File: src/rtl/dbp_pkg.sv
package dbp_pkg;
  typedef enum logic [1:0] {
    B2_ALU  = 2'd0,
    B2_BUS1 = 2'd1,
    B2_MEM  = 2'd2,
    B2_ZERO = 2'd3
  } b2_src_e;

  typedef enum logic [2:0] {
    OP_PASS = 3'd0,
    OP_ADD  = 3'd1,
    OP_SUB  = 3'd2,
    OP_AND  = 3'd3,
    OP_NOT  = 3'd4
  } alu_op_e;
endpackage

File: src/rtl/dbp_gpr.sv
module dbp_gpr #(
  parameter int DW   = 8,
  parameter int NREG = 4
) (
  input  logic                      clk,
  input  logic                      rst,
  input  logic [NREG-1:0]           ld,
  input  logic [DW-1:0]             d,
  output logic [NREG-1:0][DW-1:0]   q
);
  for (genvar g = 0; g < NREG; g++) begin : g_reg
    always_ff @(posedge clk) begin
      if (rst)        q[g] <= '0;
      else if (ld[g]) q[g] <= d;
    end
  end
endmodule

File: src/rtl/dbp_alu.sv
module dbp_alu
  import dbp_pkg::*;
#(
  parameter int DW = 8
) (
  input  logic [2:0]    op,
  input  logic [DW-1:0] a,
  input  logic [DW-1:0] b,
  output logic [DW-1:0] y
);
  always_comb begin
    case (alu_op_e'(op))
      OP_PASS: y = b;
      OP_ADD:  y = a + b;
      OP_SUB:  y = a - b;
      OP_AND:  y = a & b;
      OP_NOT:  y = ~b;
      default: y = '0;
    endcase
  end
endmodule

File: src/rtl/dbp_ram.sv
module dbp_ram #(
  parameter int DW = 8,
  parameter int AW = 8
) (
  input  logic          clk,
  input  logic          we,
  input  logic [AW-1:0] addr,
  input  logic [DW-1:0] wdata,
  output logic [DW-1:0] rdata
);
  localparam int DEPTH = 1 << AW;
  logic [DW-1:0] store [DEPTH];

  always_ff @(posedge clk) begin
    if (we) store[addr] <= wdata;
  end

  assign rdata = store[addr];
endmodule

File: src/rtl/dbus_datapath.sv
module dbus_datapath
  import dbp_pkg::*;
#(
  parameter int DW   = 8,
  parameter int NREG = 4,
  parameter int SW   = $clog2(NREG + 1)
) (
  input  logic            clk,
  input  logic            rst,
  input  logic [SW-1:0]   b1_sel,
  input  logic [1:0]      b2_sel,
  input  logic [2:0]      alu_op,
  input  logic [NREG-1:0] ld_gpr,
  input  logic            ld_y,
  input  logic            ld_z,
  input  logic            ld_ir,
  input  logic            ld_pc,
  input  logic            inc_pc,
  input  logic            ld_ar,
  input  logic            mem_we,
  output logic [DW-1:0]   ir_q,
  output logic            zero_q
);
  logic [NREG-1:0][DW-1:0] gpr_q;
  logic [DW-1:0] y_q, pc_q, ar_q;
  logic [DW-1:0] bus1, bus2, alu_y, mem_rd;

  dbp_gpr #(.DW(DW), .NREG(NREG)) u_gpr (
    .clk(clk), .rst(rst), .ld(ld_gpr), .d(bus2), .q(gpr_q)
  );

  dbp_alu #(.DW(DW)) u_alu (
    .op(alu_op), .a(y_q), .b(bus1), .y(alu_y)
  );

  dbp_ram #(.DW(DW), .AW(DW)) u_ram (
    .clk(clk), .we(mem_we), .addr(ar_q), .wdata(bus1), .rdata(mem_rd)
  );

  always_comb begin
    bus1 = '0;
    for (int i = 0; i < NREG; i++) begin
      if (b1_sel == SW'(i)) bus1 = gpr_q[i];
    end
    if (b1_sel == SW'(NREG)) bus1 = pc_q;
  end

  always_comb begin
    case (b2_src_e'(b2_sel))
      B2_ALU:  bus2 = alu_y;
      B2_BUS1: bus2 = bus1;
      B2_MEM:  bus2 = mem_rd;
      default: bus2 = '0;
    endcase
  end

  always_ff @(posedge clk) begin
    if (rst) begin
      y_q    <= '0;
      zero_q <= 1'b0;
      pc_q   <= '0;
      ir_q   <= '0;
      ar_q   <= '0;
    end else begin
      if (ld_y)  y_q    <= bus2;
      if (ld_z)  zero_q <= (alu_y == '0);
      if (ld_ir) ir_q   <= bus2;
      if (ld_ar) ar_q   <= bus2;
      if (ld_pc)       pc_q <= bus2;
      else if (inc_pc) pc_q <= pc_q + 1'b1;
    end
  end
endmodule

File: config.mk
export PLATFORM = sky130hd
export DESIGN_NAME = dbus_datapath
export DESIGN_NICKNAME = d
export VERILOG_FILES = /design/src/rtl/dbp_pkg.sv /design/src/rtl/dbp_gpr.sv /design/src/rtl/dbp_alu.sv /design/src/rtl/dbp_ram.sv /design/src/rtl/dbus_datapath.sv
export SDC_FILE = /design/constraint.sdc
export NUM_CORES = 2
export LEC_CHECK = 0
export BUFFER_PORTS_ARGS = -buffer_cell sky130_fd_sc_hd__buf_4
export CAP_MARGIN = 20
export CORE_UTILIZATION = 25
export DETAILED_ROUTE_END_ITERATION = 8
export HOLD_SLACK_MARGIN = 0.06
export PLACE_DENSITY = 0.45
export SLEW_MARGIN = 20
export SYNTH_ARGS = -nofsm -noshare
export SYNTH_HDL_FRONTEND = slang
export SYNTH_SLANG_ARGS = --single-unit
File: constraint.sdc
create_clock -name clk -period 14.45 [get_ports clk]
set_input_delay 3.6125 -clock clk [delete_from_list [all_inputs] [get_ports clk]]
set_output_delay 3.6125 -clock clk [all_outputs]
set_load 0.1 [all_outputs]
# Yosys cells after proc, flatten, opt, wreduce, memory -nomap -nowiden
# Memory sizes are Yosys's and may differ from the RTL's. A register that Yosys moved wholly into a read port is not among the register bits.
# Cells that the tools add are included.
# classes
n_addsub,3
mul,0
div,0
n_lt_le_gt_ge,0
eq_ne,10
n_shift,0
muxes,13
n_bitwise,2
n_reduce_logical,5
# ops
operator,count
2-to-1 mux 8 bit,9
one-hot mux 8 bit (5 select lines),1
one-hot mux 8 bit (3 select lines),1
equality test 3 x 2 -> 1 bit (second input constant),4
adder 8 x 1 -> 8 bit (second input constant),1
adder 8 bit,1
bitwise AND 8 bit,1
zero test 8 bit,1
inverter 8 bit,1
subtractor 8 bit,1
equality test 3 x 1 -> 1 bit (second input constant),2
equality test 3 bit (second input constant),2
zero test 3 bit,2
equality test 2 x 1 -> 1 bit (second input constant),1
equality test 2 bit (second input constant),1
zero test 2 bit,1
2-to-1 mux 1 bit,2
nonzero test 2 bit,1
# word_totals
reg_bits,65
latchBits,0
ramBits,2048
mem_bits_ro,0
input_bits,21
output_inout_bits,9
elab_cells,43
memories,1
# mem_list
name,depth,word_bits,rd,rd_ports_with_merged_regs,wr,line,text
u_ram.store,256,8,1,1,1,dbp_ram.sv:12,logic [DW-1:0] store [DEPTH];

# Logic depth before layout (Yosys ltp)
# logic_depth
word_depth,11
ltp_mapped,18

# Modules after synthesis
# Synthesis repeated with hierarchy kept, for this count alone.
# unflattened
cells_unflattened,3998
hier_area_um2,82623.0
# by_module_without_submodules
module,n_inst,cells_per_inst,area_per_inst_um2
dbp_ram,1,3539,78332.6
dbus_datapath,1,243,2371.0
dbp_gpr,1,103,1141.1
dbp_alu,1,113,778.2

# Worst setup path before layout
# No wires, ideal clock.
# synth_timing
path_type,input -> register
from,input b1_sel[0]
to,register with a tool-made name
setup_time_ns,0.134
arrival_ns,10.737
slack_ns,3.578
cell_stages,15
cell_sequence,buf_2 > buf_2 > nand3b_1 > o21ai_0 > a22o_1 > clkbuf_1 > xnor2_1 > ha_1 > nand2_1 > a21oi_1 > nor4_1 > or4b_1 > a211o_1 > o21ai_2 > o211ai_1
# synth_lines
item,line,text
from (decl),dbus_datapath.sv:10,"input logic [SW-1:0] b1_sel,"

==> impl_metrics.env <==
export IMPL_antenna_found_initial=14
export IMPL_fp_dieW_um=580
export IMPL_final_common_cell="edfxtp_1"
export IMPL_path_clk_slew_ns=0.06
export IMPL_yosys_most_used_dff="edfxtp_1"
export IMPL_utilization_pct=28.9
export IMPL_fmax_ghz=0.123
export IMPL_endpoint_kind="flop"
export IMPL_ys_async_sr_fraction_pct=0
export IMPL_nNetsFinal=4398
export IMPL_syn_area_sq_mm=0.0836
export IMPL_slew_violations=0
export IMPL_hold_viol_final=0
export IMPL_synth_top_cell_by_area="edfxtp_1"
export IMPL_post_route_cells_drive_above_1_share_pct=21.7
export IMPL_track_usage_pct=15.5
export IMPL_cts_tree="yes"
export IMPL_synth_seq_cells=2121
export IMPL_cp_common_cell="a21oi_1"
export IMPL_busiest_layer="met2"
export IMPL_ctsResizeCount=0
export IMPL_first_pass_iters=5
export IMPL_design_core_area_sq_mm=0.333
export IMPL_cts_post_setup_buffers_inserted=0
export IMPL_synth_simple_area_share_pct=4.05
export IMPL_place_hpwl_um=167000
export IMPL_use_met3_pct=2.59
export IMPL_synth_warnings=0
export IMPL_setup_viol=0
export IMPL_synth_distinct_cells=85
export IMPL_met1_usage_pct=21.7
export IMPL_synth_area_leaders="edfxtp_1 (74%), mux4_2 (12%), mux2i_1 (1.9%)"
export IMPL_synth_compound_area_share_pct=4.04
export IMPL_synth_top_family_by_area="multiplexers"
export IMPL_path_max_fanout=123
export IMPL_fin_crit_sh_pct=56.2
export IMPL_cts_path_max_buffers=4
export IMPL_hold_buffers=0
export IMPL_power_leakage_nw=28.8
export IMPL_synth_top_area_share_pct=73.5
export IMPL_cts_made_buffers=226
export IMPL_setup_tns_ns=0
export IMPL_final_setup_skew_ns=0.0938
export IMPL_seq_area_frac_synth_pct=75.3
export IMPL_min_path_type="flop to flop"
export IMPL_critical_path_max_stage_delay_ns=0.78
export IMPL_syn2layout_area_growth_pct=15.1
export IMPL_synth_mux_area_share_pct=14.5
export IMPL_gp_congestion=0.856
export IMPL_drcViolationCount=0
export IMPL_initial_core_util_pct=25.1
export IMPL_grt_setup_unrepaired="false"
export IMPL_worst_pin_slew_ns=1.27
export IMPL_synth_cells=4275
export IMPL_io_pins=30
export IMPL_cp_num_buf_inv=2
export IMPL_met2_usage_pct=24.2
export IMPL_required_ns=15.18
export IMPL_r2r_slack_ns=8.31
export IMPL_crit_reg2reg_capture="ir_q[2]"
export IMPL_reg2reg_depth=11
export IMPL_grt_max_degree=183
export IMPL_grt_pass1_vias=43808
export IMPL_h_tree_depth=4
export IMPL_fp_dieH_um=580
export IMPL_cp_startpoint="b1_sel[0]"
export IMPL_mostFrequentLayoutCells="edfxtp_1 (2048), mux4_2 (462), nor2_1 (341)"
export IMPL_powerDensity_mw_per_mm2=144
export IMPL_path_delay_family="compound AO/OA/AOI/OAI gates"
export IMPL_synthAdderAreaFrac_pct=0.174
export IMPL_portBuffers=29
export IMPL_synth_nets=4307
export IMPL_synth_edf_count=2048
export IMPL_status="finished clean"
export IMPL_ir_drop_mv=0.0996
export IMPL_startpoint_type="input pin"
export IMPL_drt_total_wl_um=266000
export IMPL_fillers=32795
export IMPL_synth_avg_cell_area_sq_um=19.6
export IMPL_post_drt_wl_per_cell_um=29.8
export IMPL_crit_slowest_cell="o21ai_0"
export IMPL_ant_nets=0
export IMPL_cap_violations=0
export IMPL_grt_ovfl_total=0
export IMPL_cts_root_buffer="clkbuf_16"
export IMPL_crit_arrival_ns=8.85
export IMPL_vias=43526
export IMPL_layout_min_cycle_time_ns=8.13
export IMPL_critical_path_class="input pin to flop"
export IMPL_drt_vias_per_instance=4.87
export IMPL_drtIter0Drc=5148
export IMPL_synthXorXnorAreaFrac_pct=0.157
export IMPL_cp_depth=17
export IMPL_grt_pass1_wl_um=368000
export IMPL_path_cells="buf_4 > mux2i_1 > o2bb2ai_1 > o21ai_0 > inv_8 > nor2_1 > a21oi_1 > xnor2_1 > ha_1 > and2_1 > a221oi_1 > a21oi_1 > o22ai_1 > or4b_1 > a211o_1 > o21ai_2 > o211ai_1"
export IMPL_row_count=212
export IMPL_clkSinkCount=2121
export IMPL_relSlewSlack_pct=15.1
export IMPL_die_area_sq_mm=0.337
export IMPL_clk_latency_ns=0.92
[layout make-up]
| cell class | count | area, sq um | share of cell area, % |
|---|---|---|---|
| Tap cell | 4387 | 5490 | 5.70 |
| Clock buffer | 274 | 5870 | 6.09 |
| Multi-Input combinational cell | 1863 | 19300 | 20.1 |
| Clock inverter | 136 | 1430 | 1.48 |
| Antenna cell | 2 | 5.00 | 0.00520 |
| Inverter | 31 | 169 | 0.175 |
| Timing Repair Buffer | 123 | 1010 | 1.05 |
| Sequential cell | 2121 | 63000 | 65.4 |
[flip-flops by register name, summed over array words and instances (netlist names), named ones only]
name	cells
ar_q	8
ir_q	8
pc_q	8
u_gpr.q	32
u_ram.store	2048
y_q	8
zero_q	1
[through the flow]
step	power, mW	setup slack (ns)	std cells	hold slack, ns	cell area (sq um)
6_report	13.9	6.32	8937	0.494	96300
5_1_grt	14.2	6.04	8937	0.515	96300
4_1_cts	14.0	6.42	8935	0.495	96300
3_5_place_dp	8.18	5.50	8525	0.487	89000
3_3_place_gp	8.17	5.54	8525	0.483	88900
2_1_floorplan	7.68	3.58	4275	0.460	83600
[Yosys cell counts, types with 27 or more instances]
master and number:
edfxtp_1 2048, mux4_2 462, nor2_1 365, mux2i_1 158
a22oi_1 133, clkbuf_1 116, nand2_1 103, nand3_1 89
buf_2 73, dfxtp_1 73, a21oi_1 63, a211oi_1 60
nor3_1 46, buf_4 27, buf_6 27
[metal layers]
layer | wire [um] | share of wire, %
met4 | 9160 | 3.4
met3 | 16500 | 6.2
met1 | 118000 | 44
met2 | 122000 | 46
met5 | 0 | 0
[worst reg2reg max path: stages, from the launching register on]
cell and delay [ns]:
dfxtp_4 0.79, buf_12 0.44, buf_12 0.61, buf_4 0.68, mux4_2 0.65, a22o_1 0.21, a221oi_1 0.42, o22ai_1 0.39
nor4_1 0.91, o22ai_1 0.20, a21oi_2 0.49, a211oi_1 0.16
[cell families after synthesis]
logic type,Yosys count
AO/OA/AOI/OAI,461
buffers and inverters,291
flip-flops,2121
multiplexers,630
AND/OR/NAND/NOR,746
XOR/XNOR,15
adder cells (fa/ha/maj),11
[power by group]
group          leakage (nW)  switching [mW]  total, mW  internal (mW)
Sequential             19.3          0.0328       6.86           6.83
Clock                  3.56            2.45       5.82           3.36
Combinational          5.92           0.833       1.18          0.348
Total                  28.8            3.32       13.9           10.5
[worst min path at each step]
stage / start / endpoint / cells after the start
2_1_floorplan: u_gpr.q[10] / u_gpr.q[10] / 2
3_3_place_gp: ir_q[2] / ir_q[2] / 2
3_5_place_dp: u_gpr.q[11] / u_gpr.q[11] / 2
4_1_cts: u_gpr.q[11] / u_gpr.q[11] / 2
5_1_grt: u_gpr.q[10] / u_gpr.q[10] / 2
6_report: ir_q[6] / ir_q[6] / 2
No activity file was read; power rests on OpenSTA's default activity.
